File: src/rtl/intc_pkg.sv
package intc_pkg;
    localparam int W_IRQ_STAT = 0;
    localparam int W_IRQ_RAW  = 1;
    localparam int W_IRQ_SET  = 2;
    localparam int W_IRQ_CLR  = 3;
    localparam int W_SW_SET   = 4;
    localparam int W_SW_CLR   = 5;
    localparam int W_FIQ_STAT = 8;
    localparam int W_FIQ_RAW  = 9;
    localparam int W_FIQ_SET  = 10;
    localparam int W_FIQ_CLR  = 11;

    localparam int NUM_OUT = 2;   // index 0: normal line, index 1: fast line

    typedef struct packed {
        logic [NUM_OUT-1:0] set_we;
        logic [NUM_OUT-1:0] clr_we;
        logic               sw_set;
        logic               sw_clr;
        logic               rd_ok;
        logic               wr_ok;
    } dec_t;
endpackage

File: src/rtl/intc_decode.sv
module intc_decode
    import intc_pkg::*;
#(
    parameter int ADDR_W = 4
) (
    input  logic [ADDR_W-1:0] addr_i,
    input  logic              rd_en_i,
    input  logic              wr_en_i,
    output dec_t              dec_o
);
    always_comb begin
        dec_o = '0;
        case (int'(addr_i))
            W_IRQ_STAT, W_IRQ_RAW, W_FIQ_STAT, W_FIQ_RAW: dec_o.rd_ok = 1'b1;
            W_IRQ_SET: begin
                dec_o.rd_ok     = 1'b1;
                dec_o.wr_ok     = 1'b1;
                dec_o.set_we[0] = wr_en_i;
            end
            W_FIQ_SET: begin
                dec_o.rd_ok     = 1'b1;
                dec_o.wr_ok     = 1'b1;
                dec_o.set_we[1] = wr_en_i;
            end
            W_IRQ_CLR: begin
                dec_o.wr_ok     = 1'b1;
                dec_o.clr_we[0] = wr_en_i;
            end
            W_FIQ_CLR: begin
                dec_o.wr_ok     = 1'b1;
                dec_o.clr_we[1] = wr_en_i;
            end
            W_SW_SET: begin
                dec_o.rd_ok  = 1'b1;
                dec_o.wr_ok  = 1'b1;
                dec_o.sw_set = wr_en_i;
            end
            W_SW_CLR: begin
                dec_o.wr_ok  = 1'b1;
                dec_o.sw_clr = wr_en_i;
            end
            default: ;
        endcase
        if (!rd_en_i && !wr_en_i) begin
            dec_o.rd_ok = 1'b0;
            dec_o.wr_ok = 1'b0;
        end
    end
endmodule

File: src/rtl/intc_mask_reg.sv
module intc_mask_reg #(
    parameter int NUM_SRC = 32
) (
    input  logic               clk_i,
    input  logic               rst_ni,
    input  logic               set_we_i,
    input  logic               clr_we_i,
    input  logic [NUM_SRC-1:0] wdata_i,
    output logic [NUM_SRC-1:0] mask_o,
    output logic [NUM_SRC-1:0] mask_d_o
);
    typedef struct packed {
        logic [NUM_SRC-1:0] mask;
    } mask_st_t;

    mask_st_t st_d, st_q;

    always_comb begin
        st_d = st_q;
        if (set_we_i) st_d.mask = st_q.mask | wdata_i;
        if (clr_we_i) st_d.mask = st_q.mask & ~wdata_i;
    end

    always_ff @(posedge clk_i) begin
        if (!rst_ni) st_q <= '0;
        else         st_q <= st_d;
    end

    assign mask_o   = st_q.mask;
    assign mask_d_o = st_d.mask;

    AST_SET_STICKS: assert property (@(posedge clk_i) disable iff (!rst_ni)
        set_we_i |=> ((mask_o & $past(wdata_i)) == $past(wdata_i)));
    AST_CLR_DROPS: assert property (@(posedge clk_i) disable iff (!rst_ni)
        (clr_we_i && !set_we_i) |=> ((mask_o & $past(wdata_i)) == '0));
    AST_MASK_HOLD: assert property (@(posedge clk_i) disable iff (!rst_ni)
        (!set_we_i && !clr_we_i) |=> $stable(mask_o));
endmodule

File: src/rtl/intc_dual.sv
module intc_dual
    import intc_pkg::*;
#(
    parameter int NUM_SRC = 32,
    parameter int DATA_W  = 32,
    parameter int ADDR_W  = 4
) (
    input  logic               clk_i,
    input  logic               rst_ni,
    input  logic [NUM_SRC-1:0] src_i,
    input  logic               rd_en_i,
    input  logic               wr_en_i,
    input  logic [ADDR_W-1:0]  addr_i,
    input  logic [DATA_W-1:0]  wdata_i,
    output logic [DATA_W-1:0]  rdata_o,
    output logic               irq_o,
    output logic               fiq_o,
    output logic               err_o
);
    localparam int PAD_W = DATA_W - NUM_SRC;

    typedef struct packed {
        logic              sw;
        logic              irq;
        logic              fiq;
        logic              err;
        logic [DATA_W-1:0] rdata;
    } top_st_t;

    top_st_t st_d, st_q;
    dec_t    dec;

    logic [NUM_SRC-1:0] en_q [NUM_OUT];
    logic [NUM_SRC-1:0] en_d [NUM_OUT];
    logic [NUM_SRC-1:0] lvl_now, lvl_next;
    logic [NUM_SRC-1:0] sw_vec_q, sw_vec_d;

    intc_decode #(.ADDR_W(ADDR_W)) u_dec (
        .addr_i  (addr_i),
        .rd_en_i (rd_en_i),
        .wr_en_i (wr_en_i),
        .dec_o   (dec)
    );

    for (genvar k = 0; k < NUM_OUT; k++) begin : g_mask
        intc_mask_reg #(.NUM_SRC(NUM_SRC)) u_mask (
            .clk_i    (clk_i),
            .rst_ni   (rst_ni),
            .set_we_i (dec.set_we[k]),
            .clr_we_i (dec.clr_we[k]),
            .wdata_i  (wdata_i[NUM_SRC-1:0]),
            .mask_o   (en_q[k]),
            .mask_d_o (en_d[k])
        );
    end

    function automatic logic [DATA_W-1:0] widen(input logic [NUM_SRC-1:0] v);
        logic [DATA_W-1:0] r;
        r = '0;
        r[NUM_SRC-1:0] = v;
        return r;
    endfunction

    always_comb begin
        sw_vec_q    = '0;
        sw_vec_q[0] = st_q.sw;
        lvl_now     = src_i | sw_vec_q;
    end

    always_comb begin
        st_d = st_q;
        if (dec.sw_set && wdata_i[0]) st_d.sw = 1'b1;
        if (dec.sw_clr && wdata_i[0]) st_d.sw = 1'b0;

        sw_vec_d    = '0;
        sw_vec_d[0] = st_d.sw;
        lvl_next    = src_i | sw_vec_d;
        st_d.irq    = |(lvl_next & en_d[0]);
        st_d.fiq    = |(lvl_next & en_d[1]);

        st_d.err = (rd_en_i && !dec.rd_ok) || (wr_en_i && !dec.wr_ok);

        st_d.rdata = '0;
        if (rd_en_i) begin
            case (int'(addr_i))
                W_IRQ_STAT:           st_d.rdata = widen(lvl_now & en_q[0]);
                W_FIQ_STAT:           st_d.rdata = widen(lvl_now & en_q[1]);
                W_IRQ_RAW, W_FIQ_RAW: st_d.rdata = widen(lvl_now);
                W_IRQ_SET:            st_d.rdata = widen(en_q[0]);
                W_FIQ_SET:            st_d.rdata = widen(en_q[1]);
                W_SW_SET:             st_d.rdata = DATA_W'(lvl_now[0]);
                default:              st_d.rdata = '0;
            endcase
        end
    end

    always_ff @(posedge clk_i) begin
        if (!rst_ni) st_q <= '0;
        else         st_q <= st_d;
    end

    assign rdata_o = st_q.rdata;
    assign irq_o   = st_q.irq;
    assign fiq_o   = st_q.fiq;
    assign err_o   = st_q.err;

    AST_BAD_READ_ZERO: assert property (@(posedge clk_i) disable iff (!rst_ni)
        (rd_en_i && !wr_en_i && !dec.rd_ok) |=> (rdata_o == '0));
    AST_ERR_RAISED: assert property (@(posedge clk_i) disable iff (!rst_ni)
        ((rd_en_i && !dec.rd_ok) || (wr_en_i && !dec.wr_ok)) |=> err_o);
    AST_ERR_QUIET: assert property (@(posedge clk_i) disable iff (!rst_ni)
        (!rd_en_i && !wr_en_i) |=> !err_o);
    AST_SW_SET: assert property (@(posedge clk_i) disable iff (!rst_ni)
        (wr_en_i && int'(addr_i) == W_SW_SET && wdata_i[0]) |=> st_q.sw);
    AST_NO_MASK_NO_IRQ: assert property (@(posedge clk_i) disable iff (!rst_ni)
        (en_q[0] == '0) |-> !irq_o);
    AST_NO_MASK_NO_FIQ: assert property (@(posedge clk_i) disable iff (!rst_ni)
        (en_q[1] == '0) |-> !fiq_o);
    AST_IDLE_RDATA: assert property (@(posedge clk_i) disable iff (!rst_ni)
        !rd_en_i |=> (rdata_o == '0));
    if (PAD_W > 0) begin : g_pad_chk
        AST_PAD_ZERO: assert property (@(posedge clk_i) disable iff (!rst_ni)
            rdata_o[DATA_W-1:NUM_SRC] == '0);
    end
endmodule

File: config.mk
export PLATFORM = sky130hd
export DESIGN_NAME = intc_dual
export DESIGN_NICKNAME = d
export VERILOG_FILES = /design/src/rtl/intc_pkg.sv /design/src/rtl/intc_decode.sv /design/src/rtl/intc_mask_reg.sv /design/src/rtl/intc_dual.sv
export SDC_FILE = /design/constraint.sdc
export NUM_CORES = 1
export LEC_CHECK = 0
export ABC_CLOCK_PERIOD_IN_PS = 3400
export BUFFER_PORTS_ARGS = -buffer_cell sky130_fd_sc_hd__buf_2
export CAP_MARGIN = 20
export CORE_MARGIN = 2
export CORE_UTILIZATION = 34
export DETAILED_ROUTE_END_ITERATION = 10
export HOLD_SLACK_MARGIN = 0.05
export PLACE_DENSITY = 0.59
export SLEW_MARGIN = 10
export SYNTH_ARGS = -nofsm -noshare
export SYNTH_HDL_FRONTEND = slang
export SYNTH_SLANG_ARGS = --single-unit
File: constraint.sdc
create_clock -name clk_i -period 3.4 [get_ports clk_i]
set_input_delay 0.17 -clock clk_i [delete_from_list [all_inputs] [get_ports clk_i]]
set_output_delay 0.17 -clock clk_i [all_outputs]
set_load 0.1 [all_outputs]
==> metrics.md <==
| Metric | Value |
|---|---|
| Worst rel slew slack | `27.4%` |
| Synth area leaders | `dfxtp_1 (38%), a21o_1 (7.9%), a211oi_1 (7.1%)` |
| Post-synth EDFFs | `0` |
| Design area | `5950 um^2` |
| Worst hold path type | `input port to flip-flop` |
| Crit path DAT | `between 2 and 3 ns` |
| Number of global-route vias before repair | `4,708` |
| Post-Syn Area | `between 5000 and 6000 um^2` |
| Slew @ Worst Pin | `1.09 ns` |
| HPWL Detailed | `11,200 um` |
| Post-synth top area share | `between 30% and 40%` |
| RR Endpoint | `irq_o` |
| RSZ-0062 raised after global routing | `no` |
| Setup ws final | `0.845 ns` |
| WL per Instance | `19.8 um` |
| DRC Markers | `0` |
| Yosys reg bits | `100` |
| Initial antenna violation count | `0` |
| Yosys Warn Count | `0` |
| H-tree levels | `3` |
| Post-route clock period utilization | `75.2%` |
| Net Count, Synth | `670` |
| Most common cell after layout, fill and taps aside | `buf_2` |
| Hold Vio Cnt, Final | `0` |
| Min-Delay Startpoint | `wdata_i[30]` |
| Final setup violation count | `0` |
| Critical register-to-register path startpoint | `g_mask[0].u_mask.mask_o[5]` |
| Root buffer cell | `clkbuf_16` |
| Vias per Instance | `5.95` |
| Worst hold slack | `0.0699 ns` |
| Final nets | `a little over 700` |
| Max_cap viols | `0` |
| Dpl ws | `0.473 ns` |
| Area Overhead vs Synth | `14.4%` |
| Total power | `between 2 and 3 mW` |
| Placed Cells incl. Taps | `between 800 and 900` |
| Vias after detailed routing | `between 4,000 and 5,000` |
| Hold Buf Count CTS | `0` |
| PD cells | `443 nW/um^2` |
| TritonCTS clock tree | `yes` |
| Peak supply drop | `around 270 uV` |
| Worst Setup End Kind | `flip-flop` |
| First-pass GRT wire length | `around 26,000 um` |
| Reg2Reg Depth | `5` |
| ANT nets after route | `0` |
| Die Wd | `approximately 130 um` |
| FMAX | `around 400 MHz` |
| Post-synthesis sequential area ratio | `38.5%` |
| Clock skew | `roughly 0.0067 ns` |
| Startpoint Class | `input port` |
| Worst EP required | `3.64 ns` |
| Static leakage | `2.79 nW` |
| Die Span Y | `128 um` |
| Starting Density | `34.5%` |
| # resized after CTS | `0` |
| Post-synthesis async set-or-reset flop share | `0%` |
| Finished Core Util | `39.5%` |
| Routed wire length | `16,600 um` |
| Fin Setup TNS | `0 ns` |
| Rows | `45` |
| Layout Cells excl Fill | `838` |
| Post-CTS Setup Repair Bufs | `0` |
| Min Tclk post-route | `2.56 ns` |
| Sink Count | `100` |
| Pins Over Slew Limit | `0` |
| I/O pin cnt | `approximately 110` |
| Share of cells above drive strength 1 | `21.1%` |
| Hold Path Sink | `g_mask[1].u_mask.mask_o[30]` |
| Gpl congestion | `a little over 0.8` |
| Mean Syn Cell Area | `8.70 um^2` |
| Most frequent cells in the layout | `buf_2 (106), dfxtp_1 (100), a21o_1 (55), a31oi_1 (50), a211oi_1 (49)` |
| Number of iterations in the first detailed-routing pass | `9` |
| Ys flop type | `dfxtp_1` |
| Cts bufs inserted | `9` |
| Total Routing Usage GR | `roughly a fifth` |
| R2r setup slk | `1.54 ns` |
| Clock transition at the registers of the reported paths | `0.07 ns` |
| Placement Cell Area | `~5600 um^2` |
| Worst-Skew Late Latency | `between 0.3 and 0.4 ns` |
| Clock buffer depth | `2` |
| # diodes | `0` |
| Core Area | `15,100 um^2` |
| Largest net degree at the start of global routing | `62` |
| Netlist cell types | `46` |
| Critical path class | `input port to flip-flop` |
| Initial DRC count | `476` |
| Die area | `approximately 16,000 um^2` |
| Post-synthesis cell count | `598` |
| Port bufs | `106` |
| CP max FO | `22` |
| Worst hold path depth | `2` |
| GR Overflow Total | `0` |
| Outcome | `finished clean` |
| Post-synth top area cell | `dfxtp_1` |
[power by group]
part	leakage (nW)	total (mW)	switching, mW	internal [mW]
registers	0.807	1.20	0.00960	1.19
clock network	0.149	1.11	0.447	0.658
logic	1.83	0.333	0.229	0.104
[logic make-up (layout without fill, tap and decap cells)]
| family | Yosys count | after routing | share of synthesized area (%) |
|---|---|---|---|
| compound gates | 264 | 264 | 36.9 |
| simple gates | 113 | 113 | 11.5 |
| buf+inv | 111 | 163 | 11.2 |
| flops | 100 | 100 | 38.5 |
| mux | 10 | 10 | 1.92 |
[layout make-up]
cell class / instances / area [um^2]
Clock buffer: 12 / 246
Tap cell: 188 / 235
Fill cell: 1550 / 9140
Inverter: 30 / 113
Multi-Input combinational cell: 387 / 2640
Clock inverter: 2 / 60.1
Timing Repair Buffer: 119 / 653
Sequential cell: 100 / 2000
[Yosys cell counts, types with 6 or more instances]
master / instances
dfxtp_1: 100
a21o_1: 55
a31oi_1: 50
a211oi_1: 49
a21oi_1: 42
and2_1: 39
nor2_1: 39
buf_4: 36
a222oi_1: 30
inv_1: 29
clkbuf_1: 27
buf_2: 11
nand2_1: 11
a22oi_1: 10
mux2i_1: 10
and3_1: 6
o21ai_0: 6
[worst max-delay path by stage]
stage / start / to / cells after the start
after floorplan: addr_i[2] / irq_o / 9
after global placement: addr_i[3] / fiq_o / 8
after detailed placement: addr_i[3] / fiq_o / 8
after CTS: addr_i[3] / fiq_o / 8
after global routing: addr_i[3] / fiq_o / 8
final: addr_i[3] / fiq_o / 8
[critical path, stage by stage]
cell and delay [ns]:
buf_2 0.28, and4b_1 0.38, and2_2 0.42, buf_4 0.33, a21oi_1 0.12, a2111oi_0 0.54, nand4_1 0.21, o41a_1 0.34
[layer usage]
| metal | share of wire (%) | vias to the layer above | wire length (um) | global-route usage [%] |
|---|---|---|---|---|
| li1 | - | 2349 | - | - |
| met1 | 46 | 2426 | 7570 | 27.4 |
| met2 | 47 | 187 | 7790 | 33.2 |
| met3 | 5.7 | 21 | 941 | 4.05 |
| met4 | 1.7 | 0 | 274 | 5.56 |
| met5 | 0 | - | 0 | 0 |
[state kept, by name, indices dropped and copies added, names as in the netlist]
name / cells
fiq_o: 1
rdata_o: 32
st_q: 1
g_mask.u_mask.mask_o: 64
err_o: 1
irq_o: 1
Power figures use the tool's default switching activity.
